`src/rtl/serial_id_reader.sv`:
```
module serial_id_reader #(
  parameter int ID_W  = 57,
  parameter int LEN_W = 8
) (
  input  logic            clk,
  input  logic            rst_n,
  input  logic [ID_W-1:0] id_in,
  input  logic            rd_i,
  input  logic            reload_i,
  output logic [7:0]      rd_data
);
  localparam int TOT = LEN_W + ID_W;
  localparam int PW  = $clog2(TOT + 1);
  localparam logic [LEN_W-1:0] LEN_VAL = LEN_W'(ID_W);
  localparam logic [PW-1:0]    POS_END = PW'(TOT);

  logic [TOT-1:0] chain;
  logic [PW-1:0]  pos;
  logic           load;

  assign load    = !rst_n || reload_i;
  assign rd_data = {7'b0, chain[TOT-1]};

  always_ff @(posedge clk) begin
    if (load) begin
      chain <= {LEN_VAL, id_in};
      pos   <= '0;
    end else if (rd_i) begin
      chain <= {chain[TOT-2:0], 1'b0};
      if (pos != POS_END) pos <= pos + 1'b1;
    end
  end

  a_r5_advance: assert property (@(posedge clk) disable iff (!rst_n)
    (rd_i && !reload_i) |=> rd_data[0] == $past(chain[TOT-2]));

  a_r5_hold: assert property (@(posedge clk) disable iff (!rst_n)
    (!rd_i && !reload_i) |=> $stable(rd_data));

  a_r6_rewind: assert property (@(posedge clk) disable iff (!rst_n)
    reload_i |=> (pos == '0) && (rd_data[0] == LEN_VAL[LEN_W-1]));

  a_r7_tail_zero: assert property (@(posedge clk) disable iff (!rst_n)
    (pos == POS_END) |-> (rd_data == 8'h00));

  a_r4_upper_zero: assert property (@(posedge clk) disable iff (!rst_n)
    rd_data[7:1] == 7'b0);
endmodule

```
`config.mk`:
```
export PLATFORM = sky130hd
export DESIGN_NAME = serial_id_reader
export DESIGN_NICKNAME = d
export VERILOG_FILES = /design/src/rtl/serial_id_reader.sv
export SDC_FILE = /design/constraint.sdc
export NUM_CORES = 1
export LEC_CHECK = 0
export ABC_AREA = 1
export CORE_MARGIN = 1.5
export CORE_UTILIZATION = 45
export CTS_CLUSTER_SIZE = 28
export DETAILED_ROUTE_END_ITERATION = 6
export PLACE_DENSITY = 0.85
export SYNTH_ARGS = -nofsm -noshare
export SYNTH_HDL_FRONTEND = slang
export SYNTH_SLANG_ARGS = --single-unit
```
`constraint.sdc`:
```
create_clock -name clk -period 3.55 [get_ports clk]
set_input_delay 0.71 -clock clk [delete_from_list [all_inputs] [get_ports clk]]
set_output_delay 0.71 -clock clk [all_outputs]
set_load 0.02 [all_outputs]
```
# Word-level counts from Yosys, hierarchy flattened
# Index checks and enable logic that the tools add are counted.
[word_totals]
output_inout_bits = 8
register_bits = 65
in_bits = 61
elab_cells = 7
[op_classes]
mux = 2
n_reduce_logical = 3
[op_table]
columns = ["operator", "count"]
rows = [
  ["$mux W57", 2],
  ["$reduce_bool A2 Y1", 1],
  ["$logic_not A1 Y1", 1],
  ["$logic_or A1 B1 Y1", 1],
]

# Depth between registers and ports, before layout
# Gate-level depths: netlist of run 1.
[logic_depth]
word_depth = 3
ltp_mapped = 5
depth_no_buf = 4

# Worst setup path after synthesis of run 1
# Ideal clock, no wire load.
[synth_path]
path_kind = "in2reg"
startpoint = "input port rd_i"
endpoint = "register chain[0] (enable)"
setup_time_ns = 0.416
required_time_ns = 3.134
path_slack_ns = 0.820
path_buffers = 1
t_arrival_ns = 2.314
path_stages = 3
cell_sequence = "buf_2 -> clkinv_1 -> nand2_1"
[synth_between]
elab_chain_len = 1
[synth_rtl]
columns = ["element", "line_no", "rtl"]
rows = [
  ["from (decl)", "8", "input logic rd_i,"],
  ["$reduce_bool A2 Y1 (no line)", "n/a", ""],
  ["to (signal assigned)", "26", "chain <= {LEN_VAL, id_in};"],
  ["to (signal assigned)", "29", "chain <= {chain[TOT-2:0], 1'b0};"],
  ["to (decl)", "17", "logic [TOT-1:0] chain;"],
]
# No other way between the ends.
# A chain may end at the register's enable or synchronous reset.

# Final worst setup path of run 1
[layout_path]
startpoint = "input port reload_i"
endpoint = "register chain[45], data pin"
[layout_between]
elab_chain_len = 2
[layout_rtl]
columns = ["element", "line_no", "rtl"]
rows = [
  ["from (decl)", "9", "input logic reload_i,"],
  ["$logic_or A1 B1 Y1", "21", "assign load = !rst_n || reload_i;"],
  ["$mux W57", "25", "if (load) begin"],
]
# No other way between the ends.

==> flow_summary.toml, run 1 <==
[run_status]
status = "finished clean"

[placed_design]
pre_cts_ws_ps = 1070
globalplace.congestion = 0.695
place_hpwl_mm = 3.04
portBuffers = 61

[setup_path]
startpoint_type = "input port"
ff2ff_path_depth = 2
slowest_stage = "nand2_2"
critical_path_arrival_ps = 2310
cp.required_ps = 3740
crit_path_max_fanout = 60
critical-path-top-delay-family = "simple AND/OR/NAND/NOR gates"
cp_num_cells = 5
critPathMaxStageDelay_ps = 730
endpoint_kind = "flip-flop"
cpMostUsedCell = "nand2_1"
crit_chain = "clkdlybuf4s50_1, inv_1, nand2_2, nand2_1, nand2_1"
path_class = "input port to flip-flop"
critPathBufInv = 2

[logic_synthesis]
ys_types = 13
synth_top_area_cell = "edfxtp_1"
async_flop_share = 0
synth_edf_count = 57
synth_top_flop_cell = "edfxtp_1"
ys_ff_latch = 65
ys_top_cells_by_area = "edfxtp_1 61%, nand2_1 25%, dfxtp_1 5.8%, buf_4 3.8%, buf_2 1.3%"
yosys-top-cells-count = "186 x nand2_1, 57 x edfxtp_1, 14 x buf_4"
postSynthCellCount = 287
seq_area_frac_synth = 0.672
ys.warnings.count = 0
syn_area_per_cell_um2 = 9.70
synth_area_um2 = 2780
synth_most_common_cell = "nand2_1"
synth_top_area_share = 0.615

[final_layout]
antenna_cells = 0
largest_reg_flops = 65
top_regs = "chain x65"
drive_gt1_frac = 0.0514
area_growth_pct = 28.2
largest_register = "chain"
nNetsFinal = 407
nFillCells = 529

[timing]
grt_setup_unrepaired = "no"
maxSlewHeadroom = 0.323
finalClockSkew_ps = 6.87
tns_ps = 0
slew_viol_final = 0
hold_violations = 0
fin_ws_ps = 1430
setup_violations = 0
post-route-period-util = 0.598
min_period_ps = 2120
tightest_slew_ps = 1010
fmax_mhz = 471

[pwr]
comb_power_share = 0.107
cellPowerDensity_nw_per_um2 = 452
pwr-share-clk = 0.316
p_sw_frac = 0.227
peakVddDrop_mv = 0.220
power_frac_seq = 0.576
power_switching_mw = 0.366
leakage_nw = 1.58
cellInternalPower_mw = 1.25
power.total_mw = 1.61

[cts]
postCtsSetupRepairBufs = 0
numClockSinks = 65
cts_hold_buf = 0
cts-root-buf = "clkbuf_8"
cts_max_level = 3
clkTransAtPathRegs_ps = 70
cts_tree = "done"
ctsResizeCount = 0
clockBufferDepth = 2
clock_latency_ps = 330
numCtsBuffers = 9

[global_route]
grt_pass1_wl_mm = 7.73
grt_antenna_before_repair = 0
track_usage = 0.161
grt_pass1_vias = 1822
grt_max_degree = 61
grt_overflow = 0

[floorplanning]
die_x_um = 81.7
die_h_um = 81.7
core_um2 = 5960
die-area_um2 = 6670
io_pins = 69
rows = 28
initial_core_util = 0.467

[detailed_routing]
drc_errors = 0
initialDrtViolationCount = 97
wl_mm = 4.82
vias = 1960
first_pass_iters = 4
avgViaCountPerCell = 4.61
detail-route-antenna-nets = 0
wl_per_cell_um = 11.3

[worst_hold_path]
hold_depth = 2
hold_class = "flip-flop to flip-flop"

[job]
drv_cap = 0
==> kinds of logic after synthesis <==
logic type	Yosys count	synth area share
compound gates	4	0.00719
buf+inv	25	0.0557
flops	65	0.672
other cells	1	0.00135
simple gates	192	0.263
==> layout by cell type, fill, tap and decap left out, drive strengths merged <==
cell type      Yosys  final
a21oi              4      4
buf               21      2
conb               1      7
clkdlybuf4s50      0     61
nand2            186    186
nor2               2      2
clkinvlp           0      1
nand3              4      4
dfxtp              8      8
edfxtp            57     57
clkbuf             0     11
clkinv             1      4
inv                3      3
==> layout make-up <==
type,count,area (µm²),area share
Multi-Input combinational cell,203,785,0.220
Timing Repair Buffer,63,651,0.182
Clock inverter,4,21.3,0.00596
Clock buffer,11,131,0.0368
Tap cell,75,93.8,0.0263
Sequential cell,65,1870,0.525
Inverter,4,15.0,0.00421
==> tightest hold or removal path, stage by stage, from the launching register on <==
cell and delay [ps]:
dfxtp_1 330, nand2_1 50, nand3_1 60
==> routing by layer <==
metal,part of all wire,vias up,track usage
li1,-,1015,-
met1,0.47,883,0.191
met2,0.46,53,0.256
met3,0.050,9,0.0456
met4,0.020,0,0.103
met5,0,-,0
==> path summary, 6_finish.rpt <==
| path | to | slack [ps] | start |
|---|---|---|---|
| worst max-delay path | chain[45]$_DFFE_PP_ | 1430 | reload_i |
| worst min-delay path | chain[62]$_SDFFE_PP1P_ | 470 | chain[62]$_SDFFE_PP1P_ |
| worst max register to register | chain[9]$_DFFE_PP_ | 2790 | chain[8]$_DFFE_PP_ |
| worst min register to register | chain[62]$_SDFFE_PP1P_ | 470 | chain[62]$_SDFFE_PP1P_ |
==> stage by stage <==
stage                     hold slack (ps)  instances  cell area, µm²  utilization
after CTS                             473        425            3570        0.599
after global routing                  491        425            3570        0.599
final                                 470        425            3570        0.599
after floorplan                       436        293            2810            -
after detailed placement              457        410            3420        0.574
after global placement                452        410            3420        0.574
==> power by group through the flow <==
| stage | logic [mW] | registers, mW | clock network, mW |
|---|---|---|---|
| global placement | 0.172 | 0.944 | 0 |
| finish | 0.173 | 0.930 | 0.510 |
| global route | 0.197 | 0.935 | 0.559 |
| CTS | 0.177 | 0.931 | 0.525 |
| detailed placement | 0.176 | 0.946 | 0 |
| floorplan | 0.0965 | 0.942 | 0 |
(Power assumes the default switching activity.)
==> inputs of run 2 (changes only) <==
- clock period: 3.55 -> 2.1 ns (I/O delays scaled with it)
==> run 2 against run 1 <==
  * Via count is 2.9% higher
  * Hold slack worse by 5.1 ps
  * Sequential share of layout area is 0.51 points lower
  * Register-to-register slack got worse by 1500 ps
  * Combinational power grew 75%
  * Largest power group unchanged
==> flow_summary.toml, run 2 (synthesized netlist as in run 1, its figures left out) <==
[setup_path]
slowest_stage = "clkdlybuf4s50_1"
endpoint_kind = "primary output"
startpoint_type = "flip-flop"
critical-path-top-delay-family = "buffers and inverters"
ff2ff_setup_slack_ps = 1330
crit_chain = "clkdlybuf4s50_1"
critPathBufInv = 1
critPathMaxStageDelay_ps = 600
r2r-start = "chain[14]$_DFFE_PP_"
crit_path_max_fanout = 2
r2r-end = "chain[15]$_DFFE_PP_"
ff2ff_path_depth = 2
critical_path_arrival_ps = 1270
path_class = "flip-flop to primary output"
cp.required_ps = 1680

[worst_hold_path]
hold_class = "flip-flop to flip-flop"
hold_depth = 2
holdPathEnd = "chain[64]$_SDFFE_PP0P_"
worstHoldStart = "chain[64]$_SDFFE_PP0P_"

[cts]
postCtsSetupRepairBufs = 0
cts_max_level = 3
cts_tree = "done"
clock_latency_ps = 340
ctsResizeCount = 0
cts-root-buf = "clkbuf_8"
numCtsBuffers = 9
clkTransAtPathRegs_ps = 60
clockBufferDepth = 2
numClockSinks = 65
cts_hold_buf = 0

[timing]
finalClockSkew_ps = 9.19
min_period_ps = 1690
setup_violations = 0
fin_ws_ps = 412
whs_ps = 465
hold_violations = 0
tns_ps = 0
fmax_mhz = 592
grt_setup_unrepaired = "no"
post-route-period-util = 0.804
slew_viol_final = 0

[final_layout]
final_common_cell = "nand2_1"
fin_cells = 428
largest_reg_flops = 65
drive_gt1_frac = 0.0595
top_regs = "chain x65"
area_growth_pct = 29.4
antenna_cells = 0
final_cell_mix = "184 x nand2_1, 61 x clkdlybuf4s50_1, 57 x edfxtp_1"
largest_register = "chain"
fin_util = 0.605
nNetsFinal = 410

[floorplanning]
io_pins = 69
rows = 28
die-area_um2 = 6670
core_um2 = 5960
initial_core_util = 0.467
die_x_um = 81.7
die_h_um = 81.7

[detailed_routing]
first_pass_iters = 4
detail-route-antenna-nets = 0
wl_met1_mm = 2.15
avgViaCountPerCell = 4.71
route.met2.wl_mm = 2.47
wl_met3_um = 316
top_layer_used = "met4"
initialDrtViolationCount = 126
drc_errors = 0
wl_per_cell_um = 11.7
wl_mm = 5.00
vias = 2017

[placed_design]
pre_cts_ws_ps = 358
dp.cells = 413
portBuffers = 61
place_hpwl_mm = 3.33
globalplace.congestion = 0.725

[global_route]
grt_antenna_before_repair = 0
grt_pass1_vias = 1865
grt_max_degree = 62
grt_overflow = 0
track_usage = 0.168
grt_pass1_wl_mm = 8.03

[pwr]
cellPowerDensity_nw_per_um2 = 755
leakage_nw = 1.60
peakVddDrop_mv = 0.392

[run_status]
status = "finished clean"

[job]
drv_cap = 0
## run 2: cell types whose count changed in the layout (fill, tap and decap cells not counted), sizes merged
cell	change
buf	+3
## run 2: layout make-up
cell class / count / area (µm²)
Clock buffer: 11 / 131
Fill cell: 535 / 2350
Sequential cell: 65 / 1870
Inverter: 4 / 15.0
Timing Repair Buffer: 66 / 686
Tap cell: 75 / 93.8
Clock inverter: 4 / 21.3
Multi-Input combinational cell: 203 / 785
## run 2: metrics by stage
stage	cell area [µm²]	total power, mW
6_report	3600	2.72
5_1_grt	3600	2.84
4_1_cts	3600	2.76
3_5_place_dp	3450	1.91
3_3_place_gp	3450	1.89
2_1_floorplan	2810	1.75
## run 2: layer usage
layer | up-vias | GRT usage
li1 | 1022 | -
met1 | 926 | 0.193
met2 | 62 | 0.279
met3 | 7 | 0.0722
met4 | 0 | 0.0610
met5 | - | 0
## run 2: how the worst max path moves through the flow
stage,from,to,slack [ps],cells after the start
after global placement,rd_i,chain[20]$_DFFE_PP_,380,4
after floorplan,rd_i,chain[0]$_SDFFCE_PN0P_,190,3
after detailed placement,reload_i,chain[18]$_DFFE_PP_,360,4
final,chain[64]$_SDFFE_PP0P_,rd_data[0],410,1
after CTS,chain[64]$_SDFFE_PP0P_,rd_data[0],380,1
after global routing,chain[64]$_SDFFE_PP0P_,rd_data[0],350,1
## run 2: tightest hold or removal path: cells and delay by family (launching register included)
kind / cells / cell delay (ps)
flops: 1 / 310
simple gates: 1 / 60
compound gates: 1 / 50
## run 2: report_power, final
group	switching, mW	internal (mW)	leakage, nW
Clock	0.432	0.413	0.0766
Sequential	0.0331	1.54	0.669
Combinational	0.144	0.159	0.852
Total	0.609	2.11	1.60
==> inputs of run 3 (changes only) <==
- CORE_UTILIZATION: 45 -> 44
- PLACE_DENSITY: 0.85 -> 0.86
- clock period: 2.1 -> 1.5 ns (I/O delays scaled with it)
==> run 3 against run 2 <==
  * Clock skew decreased by 4.2 ps
  * Final cell count grew 1.4%
  * Non-clock buffer count is 5 higher
  * Die area rose by 2.2%
  * Hold slack lost 1.9 ps
  * Flip-flop and latch count did not move
==> flow_summary.toml, run 3 (synthesized netlist as in run 1, its figures left out) <==
[worst_hold_path]
hold_class = "flip-flop to flip-flop"
hold_depth = 2
holdPathEnd = "chain[63]$_SDFFE_PP0P_"
worstHoldStart = "chain[63]$_SDFFE_PP0P_"

[floorplanning]
core_um2 = 6030
die-area_um2 = 6810
rows = 28
die_x_um = 82.5
io_pins = 69
die_h_um = 82.5
initial_core_util = 0.462

[cts]
cts-root-buf = "clkbuf_8"
clockBufferDepth = 2
cts_tree = "done"
numCtsBuffers = 9
numClockSinks = 65
cts_hold_buf = 0
clkTransAtPathRegs_ps = 60
clock_latency_ps = 330
cts_max_level = 3

[timing]
min_period_ps = 1290
whs_ps = 463
tns_ps = 0
fmax_mhz = 775
finalClockSkew_ps = 4.99
fin_ws_ps = 210
hold_violations = 0
slew_viol_final = 0
setup_violations = 0
post-route-period-util = 0.860
grt_setup_unrepaired = "no"

[pwr]
p_sw_frac = 0.216
power_switching_mw = 0.866
pwr-share-clk = 0.337
cellInternalPower_mw = 3.14
peakVddDrop_mv = 0.679
power_frac_seq = 0.550
comb_power_share = 0.113
leakage_nw = 1.66
cellPowerDensity_nw_per_um2 = 1070

[global_route]
grt_overflow = 0
track_usage = 0.162
grt_max_degree = 38
grt_pass1_vias = 1857
grt_pass1_wl_mm = 8.07
grt_antenna_before_repair = 0

[detailed_routing]
vias = 1995
wl_mm = 5.02
drc_errors = 0
avgViaCountPerCell = 4.60
wl_per_cell_um = 11.6
detail-route-antenna-nets = 0
first_pass_iters = 4
initialDrtViolationCount = 119

[final_layout]
nNetsFinal = 415
largest_register = "chain"
final_area_um2 = 3730
top_regs = "chain x65"
final_cell_mix = "184 x nand2_1, 60 x clkdlybuf4s50_1, 57 x edfxtp_1"
fin_cells = 434
antenna_cells = 0
drive_gt1_frac = 0.0669
area_growth_pct = 33.9
largest_reg_flops = 65
final_common_cell = "nand2_1"

[setup_path]
r2r-end = "chain[11]$_DFFE_PP_"
critical_path_arrival_ps = 1380
crit_path_max_fanout = 23
ff2ff_path_depth = 2
startpoint_type = "input port"
ff2ff_setup_slack_ps = 730
path_class = "input port to flip-flop"
endpoint_kind = "flip-flop"
r2r-start = "chain[10]$_DFFE_PP_"
cp.required_ps = 1590

[placed_design]
globalplace.congestion = 0.726
place_hpwl_mm = 3.44
portBuffers = 61
placedInstanceArea_um2 = 3550
pre_cts_ws_ps = -126
dp.cells = 418

[job]
drv_cap = 0

[run_status]
status = "finished clean"
-- run 3: cell types whose count changed in the layout (fill, tap and decap cells not counted) --
cell             change
bufinv_16            +1
dlygate4sd2_1        +1
nand2_8              +1
nand2_2              -1
clkinvlp_4           -1
clkinv_1             +4
buf_4                +1
clkbuf_1             -1
buf_12               +4
clkdlybuf4s50_1      -1
clkinv_2             -2
-- run 3: power by group through the flow --
stage          clock [mW]  combinational, mW  sequential, mW
2_1_floorplan           0              0.233            2.23
3_3_place_gp            0              0.446            2.23
3_5_place_dp            0              0.457            2.24
4_1_cts              1.38              0.460            2.21
5_1_grt              1.46              0.507            2.22
6_report             1.35              0.452            2.20
-- run 3: final cells by class --
class                      count  area [µm²]
fill                         490        2300
sequential                    65        1870
multi-input combinational    203         798
timing repair buffer          71         772
clock buffer                  10         128
tap                           75        93.8
clock inverter                 6        48.8
inverter                       4        15.0
-- run 3: timing repair --
| action | 4_1_cts | 5_1_grt |
|---|---|---|
| endpoints found under the setup margin | 1 | 0 |
| resized for setup | 1 | 0 |
| endpoints found under the hold margin | 0 | 0 |
| setup buffers | 0 | 0 |
-- run 3: routing by layer --
metal / GRT usage / share of wire / vias up
met2: 0.273 / 0.48 / 55
met4: 0.0800 / 0.019 / 0
li1: - / - / 1034
met5: 0 / 0 / -
met1: 0.195 / 0.45 / 895
met3: 0.0374 / 0.045 / 11
-- run 3: metrics by stage --
step | total power, mW | util
2_1_floorplan | 2.46 | -
3_3_place_gp | 2.68 | 0.589
3_5_place_dp | 2.70 | 0.589
4_1_cts | 4.05 | 0.619
5_1_grt | 4.19 | 0.619
6_report | 4.01 | 0.619
-- run 3: how the worst max path moves through the flow --
stage | slack [ps] | cells past startpoint | to | startpoint
after floorplan | 80 | 3 | chain[0]$_SDFFCE_PN0P_ | rd_i
after global placement | -90 | 5 | chain[19]$_DFFE_PP_ | rst_n
after detailed placement | -130 | 5 | chain[22]$_DFFE_PP_ | rst_n
after CTS | 180 | 1 | rd_data[0] | chain[64]$_SDFFE_PP0P_
after global routing | 130 | 1 | rd_data[0] | chain[64]$_SDFFE_PP0P_
final | 210 | 5 | chain[28]$_DFFE_PP_ | rst_n
-- run 3: critical path: stages --
cell             delay [ps]
clkdlybuf4s50_1         510
inv_2                    60
nor2_4                  220
nand2_8                 100
buf_12                  180
